### src/rtl/ind_bridge_pkg.sv
package ind_bridge_pkg;
  typedef enum logic [1:0] {OP_NONE, OP_WR, OP_RD} op_e;
  localparam logic [2:0] DA_LO   = 3'd0;
  localparam logic [2:0] DA_HI   = 3'd1;
  localparam logic [2:0] DA_WCMD = 3'd2;
  localparam logic [2:0] DA_RCMD = 3'd3;
endpackage

### src/rtl/ind_seq.sv
module ind_seq
  import ind_bridge_pkg::*;
#(
  parameter int LAT = 4,
  parameter int AW  = 12
) (
  input  logic          clk_i,
  input  logic          rst_ni,
  input  logic          start_wr_i,
  input  logic          start_rd_i,
  input  logic [AW-1:0] tgt_i,
  output logic          busy_o,
  output logic          done_wr_o,
  output logic          done_rd_o,
  output logic [AW-1:0] tgt_o
);
  localparam int CW = $clog2(LAT + 1);

  logic [CW-1:0] cnt_q;
  op_e           op_q;
  logic [AW-1:0] tgt_q;

  always_ff @(posedge clk_i or negedge rst_ni) begin
    if (!rst_ni) begin
      cnt_q <= '0;
      op_q  <= OP_NONE;
      tgt_q <= '0;
    end else if (cnt_q == '0 && (start_wr_i || start_rd_i)) begin
      cnt_q <= CW'(LAT);
      op_q  <= start_wr_i ? OP_WR : OP_RD;
      tgt_q <= tgt_i;
    end else if (cnt_q != '0) begin
      cnt_q <= cnt_q - 1'b1;
    end
  end

  assign busy_o    = (cnt_q != '0);
  assign done_wr_o = (cnt_q == CW'(1)) && (op_q == OP_WR);
  assign done_rd_o = (cnt_q == CW'(1)) && (op_q == OP_RD);
  assign tgt_o     = tgt_q;

  assert_busy_start_R3: assert property (@(posedge clk_i) disable iff (!rst_ni)
    ((start_wr_i || start_rd_i) && !busy_o) |=> busy_o);
  assert_done_ends_R3: assert property (@(posedge clk_i) disable iff (!rst_ni)
    (done_wr_o || done_rd_o) |=> !busy_o);
  assert_cnt_range_R3: assert property (@(posedge clk_i) disable iff (!rst_ni)
    cnt_q <= CW'(LAT));
endmodule

### src/rtl/ind_hold_regs.sv
module ind_hold_regs #(
  parameter int DW = 32
) (
  input  logic          clk_i,
  input  logic          rst_ni,
  input  logic          ld_lo_i,
  input  logic          ld_hi_i,
  input  logic [DW/2-1:0] data_i,
  input  logic          done_wr_i,
  input  logic          done_rd_i,
  input  logic [DW-1:0] arr_rdata_i,
  output logic [DW-1:0] wr_hold_o,
  output logic [DW-1:0] rd_hold_o
);
  localparam int HW = DW / 2;

  logic [DW-1:0] wr_q, rd_q;

  always_ff @(posedge clk_i or negedge rst_ni) begin
    if (!rst_ni) begin
      wr_q <= '0;
    end else begin
      if (ld_lo_i) wr_q[HW-1:0]  <= data_i;
      if (ld_hi_i) wr_q[DW-1:HW] <= data_i;
    end
  end

  // separate read holding keeps staged write data intact
  always_ff @(posedge clk_i or negedge rst_ni) begin
    if (!rst_ni)        rd_q <= '0;
    else if (done_rd_i) rd_q <= arr_rdata_i;
    else if (done_wr_i) rd_q <= wr_q;
  end

  assign wr_hold_o = wr_q;
  assign rd_hold_o = rd_q;

  assert_rdhold_after_wr_R5: assert property (@(posedge clk_i) disable iff (!rst_ni)
    done_wr_i |=> (rd_hold_o == $past(wr_hold_o)));
  assert_wrhold_kept_on_rd_R6: assert property (@(posedge clk_i) disable iff (!rst_ni)
    (done_rd_i && !ld_lo_i && !ld_hi_i) |=> $stable(wr_hold_o));
endmodule

### src/rtl/ind_reg_array.sv
module ind_reg_array #(
  parameter int DEPTH = 64,
  parameter int AW    = 12,
  parameter int DW    = 32
) (
  input  logic          clk_i,
  input  logic          rst_ni,
  input  logic          we_i,
  input  logic [AW-1:0] addr_i,
  input  logic [DW-1:0] wdata_i,
  output logic [DW-1:0] rdata_o
);
  localparam int IW = $clog2(DEPTH);

  logic [DW-1:0] mem_q [DEPTH];
  logic          in_range;
  logic [IW-1:0] idx;

  assign in_range = (32'(addr_i) < DEPTH);
  assign idx      = addr_i[IW-1:0];

  always_ff @(posedge clk_i or negedge rst_ni) begin
    if (!rst_ni) begin
      for (int i = 0; i < DEPTH; i++) mem_q[i] <= '0;
    end else if (we_i && in_range) begin
      mem_q[idx] <= wdata_i;
    end
  end

  assign rdata_o = in_range ? mem_q[idx] : '0;

  assert_oob_read_zero_R10: assert property (@(posedge clk_i) disable iff (!rst_ni)
    !in_range |-> (rdata_o == '0));
endmodule

### src/rtl/ind_sat_status.sv
module ind_sat_status #(
  parameter int NCH  = 4,
  parameter int NSRC = 4
) (
  input  logic              clk_i,
  input  logic              rst_ni,
  input  logic [NCH*NSRC-1:0] sat_i,
  input  logic              clr_i,
  output logic [NCH-1:0]    flag_o
);
  logic [NCH-1:0] hit, flag_q;

  for (genvar c = 0; c < NCH; c++) begin : g_ch
    assign hit[c] = |sat_i[c*NSRC +: NSRC];

    // new event wins over clear
    always_ff @(posedge clk_i or negedge rst_ni) begin
      if (!rst_ni) flag_q[c] <= 1'b0;
      else         flag_q[c] <= (flag_q[c] & ~clr_i) | hit[c];
    end

    assert_sat_set_R8: assert property (@(posedge clk_i) disable iff (!rst_ni)
      hit[c] |=> flag_o[c]);
    assert_sat_clear_R9: assert property (@(posedge clk_i) disable iff (!rst_ni)
      (clr_i && !hit[c]) |=> !flag_o[c]);
    assert_sat_sticky_R8: assert property (@(posedge clk_i) disable iff (!rst_ni)
      (flag_o[c] && !clr_i) |=> flag_o[c]);
  end

  assign flag_o = flag_q;
endmodule

### src/rtl/ind_reg_bridge.sv
module ind_reg_bridge
  import ind_bridge_pkg::*;
#(
  parameter int          NCH      = 4,
  parameter int          NSRC     = 4,
  parameter int          AW       = 12,
  parameter int          DW       = 32,
  parameter int          DEPTH    = 64,
  parameter int          LAT      = 4,
  parameter logic [7:0]  REV_CODE = 8'h01,
  parameter logic [11:0] CLR_ADDR = 12'h01F
) (
  input  logic                clk_i,
  input  logic                rst_ni,
  input  logic                wr_en_i,
  input  logic [2:0]          addr_i,
  input  logic [DW/2-1:0]     wdata_i,
  output logic [DW/2-1:0]     rdata_o,
  output logic                busy_o,
  input  logic [NCH*NSRC-1:0] sat_i
);
  localparam int HW = DW / 2;

  logic          busy, done_wr, done_rd, start_wr, start_rd, ld_lo, ld_hi, clr;
  logic [AW-1:0] tgt;
  logic [DW-1:0] wr_hold, rd_hold, arr_rdata;
  logic [NCH-1:0] flags;
  logic [7:0]    stat_lo;

  assign ld_lo    = wr_en_i && !busy && (addr_i == DA_LO);
  assign ld_hi    = wr_en_i && !busy && (addr_i == DA_HI);
  assign start_wr = wr_en_i && !busy && (addr_i == DA_WCMD);
  assign start_rd = wr_en_i && !busy && (addr_i == DA_RCMD);

  ind_seq #(.LAT(LAT), .AW(AW)) u_seq (
    .clk_i, .rst_ni,
    .start_wr_i(start_wr), .start_rd_i(start_rd),
    .tgt_i(wdata_i[AW-1:0]),
    .busy_o(busy), .done_wr_o(done_wr), .done_rd_o(done_rd), .tgt_o(tgt)
  );

  ind_hold_regs #(.DW(DW)) u_hold (
    .clk_i, .rst_ni,
    .ld_lo_i(ld_lo), .ld_hi_i(ld_hi), .data_i(wdata_i),
    .done_wr_i(done_wr), .done_rd_i(done_rd), .arr_rdata_i(arr_rdata),
    .wr_hold_o(wr_hold), .rd_hold_o(rd_hold)
  );

  ind_reg_array #(.DEPTH(DEPTH), .AW(AW), .DW(DW)) u_arr (
    .clk_i, .rst_ni,
    .we_i(done_wr), .addr_i(tgt), .wdata_i(wr_hold), .rdata_o(arr_rdata)
  );

  assign clr = done_wr && (tgt == CLR_ADDR);

  ind_sat_status #(.NCH(NCH), .NSRC(NSRC)) u_sat (
    .clk_i, .rst_ni, .sat_i, .clr_i(clr), .flag_o(flags)
  );

  always_comb begin
    stat_lo = '0;
    for (int c = 0; c < NCH; c++) stat_lo[2*c] = flags[c];
  end

  always_comb begin
    unique case (addr_i)
      DA_LO:   rdata_o = rd_hold[HW-1:0];
      DA_HI:   rdata_o = rd_hold[DW-1:HW];
      DA_WCMD: rdata_o = {REV_CODE, stat_lo};
      DA_RCMD: rdata_o = HW'(tgt);
      default: rdata_o = '0;
    endcase
  end

  assign busy_o = busy;

  assert_hold_ignore_R4: assert property (@(posedge clk_i) disable iff (!rst_ni)
    (wr_en_i && busy && (addr_i == DA_LO || addr_i == DA_HI)) |=> $stable(wr_hold));
  assert_cmd_ignore_R4: assert property (@(posedge clk_i) disable iff (!rst_ni)
    (busy && !done_wr && !done_rd) |=> $stable(tgt));
  assert_busy_len_R3: assert property (@(posedge clk_i) disable iff (!rst_ni)
    $rose(busy) |=> busy);
endmodule

### config.mk
export PLATFORM = sky130hd
export DESIGN_NAME = ind_reg_bridge
export DESIGN_NICKNAME = d
export VERILOG_FILES = /design/src/rtl/ind_bridge_pkg.sv /design/src/rtl/ind_seq.sv /design/src/rtl/ind_hold_regs.sv /design/src/rtl/ind_reg_array.sv /design/src/rtl/ind_sat_status.sv /design/src/rtl/ind_reg_bridge.sv
export SDC_FILE = /design/constraint.sdc
export NUM_CORES = 2
export LEC_CHECK = 0
export BUFFER_PORTS_ARGS = -buffer_cell sky130_fd_sc_hd__buf_2
export CAP_MARGIN = 20
export CORE_UTILIZATION = 69
export DETAILED_ROUTE_END_ITERATION = 8
export PLACE_DENSITY_LB_ADDON = 0.25
export SYNTH_ARGS = -nofsm -noshare
export SYNTH_HDL_FRONTEND = slang
export SYNTH_SLANG_ARGS = --single-unit
### constraint.sdc
create_clock -name clk_i -period 8.11 [get_ports clk_i]
set_input_delay 1.622 -clock clk_i [delete_from_list [all_inputs] [get_ports clk_i]]
set_output_delay 1.622 -clock clk_i [all_outputs]
set_load 0.05 [all_outputs]
==> metrics.txt <==
Slew HR -1.615%; # DRC 0; crit path max fanout 22; first-pass GRT wire length roughly 420000 microns; global-route met2 utilization 58.57%; CTS tree yes; number of hold buffers added after cts 0; Vias roughly 64000; crit path time final about 5.7 ns; worst clock skew a little under 0.05 ns; Synth Register Bits around 2100; commonest non-fill, non-tap cells in the layout 2136 x mux2_2, 2098 x dfrtp_1, 328 x mux2i_1, 215 x a221oi_1, 210 x clkbuf_16; Post-CTS Setup Bufs 0; post-cts resize count 0; commonest non-fill, non-tap cell in the layout mux2_2; GRT overflow 0; routed wire length ~280000 microns; Seq/Total Area, Yosys a little over half; Mapped Nets roughly 7000; fin. max-slew vios 1; fillers roughly 8300; die height roughly 380 microns; Avg Cell Area, Syn about 14 sq um; Clock Latency Late Sink 0.88 ns; Clock Tree Buf Depth 3; register area ~53000 sq um; Iter 0 DRT Violations 7231; # nets final around 6900; status complete, but fails checks; WS Path Type primary input to output pin; Async SR Flop Fraction 100.0%; synthesis-to-finish area growth 9.316%; Final HPWL DP ~160000 microns; YS warnings 0; CTS sink count roughly 2100; internal cell power 19.13 mW; sequential power share a little under two fifths; met3 Usage GRT 13.08%; Slew @ Worst Pin around 1.5 ns; Arrival @ worst endpoint roughly 4 ns; TritonCTS Buffers roughly 210; Yosys cell types between 40 and 50; logic gate share of total power 29.8%; antenna-violating nets left 0; H-tree levels 4; initial antenna violation count 18; unrepaired setup endpoints after global routing false; Tcrit/Tclk final 70.47%; IO Count 55; gr busiest metal met2; Pre-antenna DRT Iters 6; top post-synthesis cells by area dfrtp_1 55%, mux2_2 25%, mux2i_1 3.4%, mux4_2 2.5%, clkbuf_1 2.0%; synthesized area just under 100000 sq um; Switch Pwr roughly 11 mW; Worst setup EP type output pin; Synth Instances between 7000 and 8000; largest net degree at the start of global routing between 150 and 200; Max VDD drop between 500 and 600 uV; Core Region between 100000 and 150000 sq um; max_cap viols 0; Worst EP required about 6.5 ns; failing checks slew limit; Power Dens Cells 285.9 nW/um^2; Post-synth top flop dfrtp_1; number of I/O port buffers 54; Die Wd roughly 380 microns; total power 30.54 mW; Fmax achieved 0.1750 GHz; GRT Total Usage between 30% and 40%; Worst-path clk slew approximately 0.060 ns; Lkg Pwr between 50 and 60 nW; global routing usage on met1 between 50 and 60%; row count about 140; vias in the first global route between 60000 and 70000; clock power share about 33%; Initial Utilization 69.76%; Placer Congestion 0.9690; number of synthesized flops with an enable pin 0; Post-Route Setup TNS 0 ns; drt wl/cell roughly 31 microns; sw frac a little under two fifths; worst hold path class flip-flop to flip-flop; post-synth top area cell dfrtp_1; Finish-stage setup viols 0; crit start category primary input; footprint of the multi-input gates 41720 sq um; die area 143100 sq um; Root Buffer clkbuf_16; Synth top area share 54.63%; Final Hold Vio Count 0; share of post-route cells with drive strength above 1 a little over two fifths; Vias per Instance around 7
## sequential cells by signal, summed over array words and instances, names as in the netlist
signal,cells
u_seq.cnt_q,3
u_seq.tgt_o,12
u_arr.mem_q,2048
u_sat.flag_o,4
u_seq.op_q,2
u_hold.wr_hold_o,32
u_hold.rd_hold_o,32
## area by class of cell
cell class / instances / share of cell area [%]
Tap cell: 1876 / 2.198
Antenna cell: 7 / 0.01640
Clock inverter: 71 / 0.8482
Sequential cell: 2133 / 50.03
Multi-Input combinational cell: 4263 / 39.06
Timing Repair Buffer: 268 / 2.026
Inverter: 8 / 0.03515
Clock buffer: 319 / 5.791
## cells by family after synthesis
group | after synthesis | synth area share [%]
multiplexers | 2591 | 30.70
flip-flops | 2133 | 54.63
AO/OA/AOI/OAI | 1025 | 8.139
buffers and inverters | 775 | 3.245
AND/OR/NAND/NOR | 644 | 3.244
adder cells (fa/ha/maj) | 3 | 0.03842
## cell usage after synthesis (9+ instances only)
| cell type | count |
|---|---|
| buf_2 | 209 |
| o22a_1 | 63 |
| mux2_1 | 18 |
| o21ai_0 | 38 |
| buf_1 | 47 |
| mux2_2 | 2136 |
| mux2i_1 | 328 |
| o211ai_1 | 93 |
| a31oi_1 | 125 |
| mux4_2 | 109 |
| nor2b_1 | 16 |
| o22ai_1 | 65 |
| a32o_1 | 62 |
| a221oi_1 | 215 |
| clkbuf_1 | 511 |
| a31o_2 | 32 |
| or2_2 | 94 |
| a21oi_1 | 44 |
| nor2_1 | 139 |
| nand2_1 | 221 |
| o221ai_1 | 92 |
| nand2b_1 | 130 |
| nor3_1 | 9 |
| a2111oi_0 | 31 |
| a22oi_1 | 157 |
| dfrtp_1 | 2133 |
## stage by stage
stage	hold slack [ns]	area, sq um	util (%)	setup WS [ns]	std cells
6_report	0.4902	106800	76.26	2.395	8945
5_1_grt	0.5033	106800	76.25	2.490	8938
4_1_cts	0.4882	106700	76.18	2.674	8932
3_5_place_dp	0.4745	99590	71.12	2.699	8542
3_3_place_gp	0.4628	99510	71.05	2.741	8533
2_1_floorplan	0.4532	97700	-	2.756	7171
## power groups by stage
stage                     combinational [mW]  clock [mW]  sequential (mW)
after detailed placement                8.70           0             11.6
after CTS                               8.76        10.0             11.4
after floorplan                         5.55           0             11.3
after global routing                    9.32        10.4             11.5
after global placement                  8.56           0             11.6
final                                   9.09        9.96             11.5
## per-layer routing
| metal | up-vias | share of wire, % |
|---|---|---|
| met5 | - | 0.34 |
| met4 | 18 | 5.8 |
| met3 | 889 | 11 |
| met2 | 3521 | 45 |
| met1 | 34050 | 38 |
| li1 | 25960 | - |
## worst max-delay path, cell delays in order
cell     delay, ns
buf_2         0.57
and2_1        0.59
a21oi_1       0.15
nor2_1        0.72
buf_2         0.41
## worst paths after layout
kind,slack [ns],cells past startpoint,start,to
worst max-delay path,2.40,5,addr_i[0],rdata_o[5]
worst min-delay path,0.49,1,u_arr.mem_q[1232],u_arr.mem_q[1232]
worst max register to register,3.35,7,u_seq.tgt_o[0],u_hold.rd_hold_o[22]
worst min register to register,0.49,1,u_arr.mem_q[1232],u_arr.mem_q[1232]
max in group asynchronous,5.27,3,rst_ni,u_arr.mem_q[1437]
min in group asynchronous,0.73,1,rst_ni,u_arr.mem_q[102]
Power figures use the tool's default switching activity.
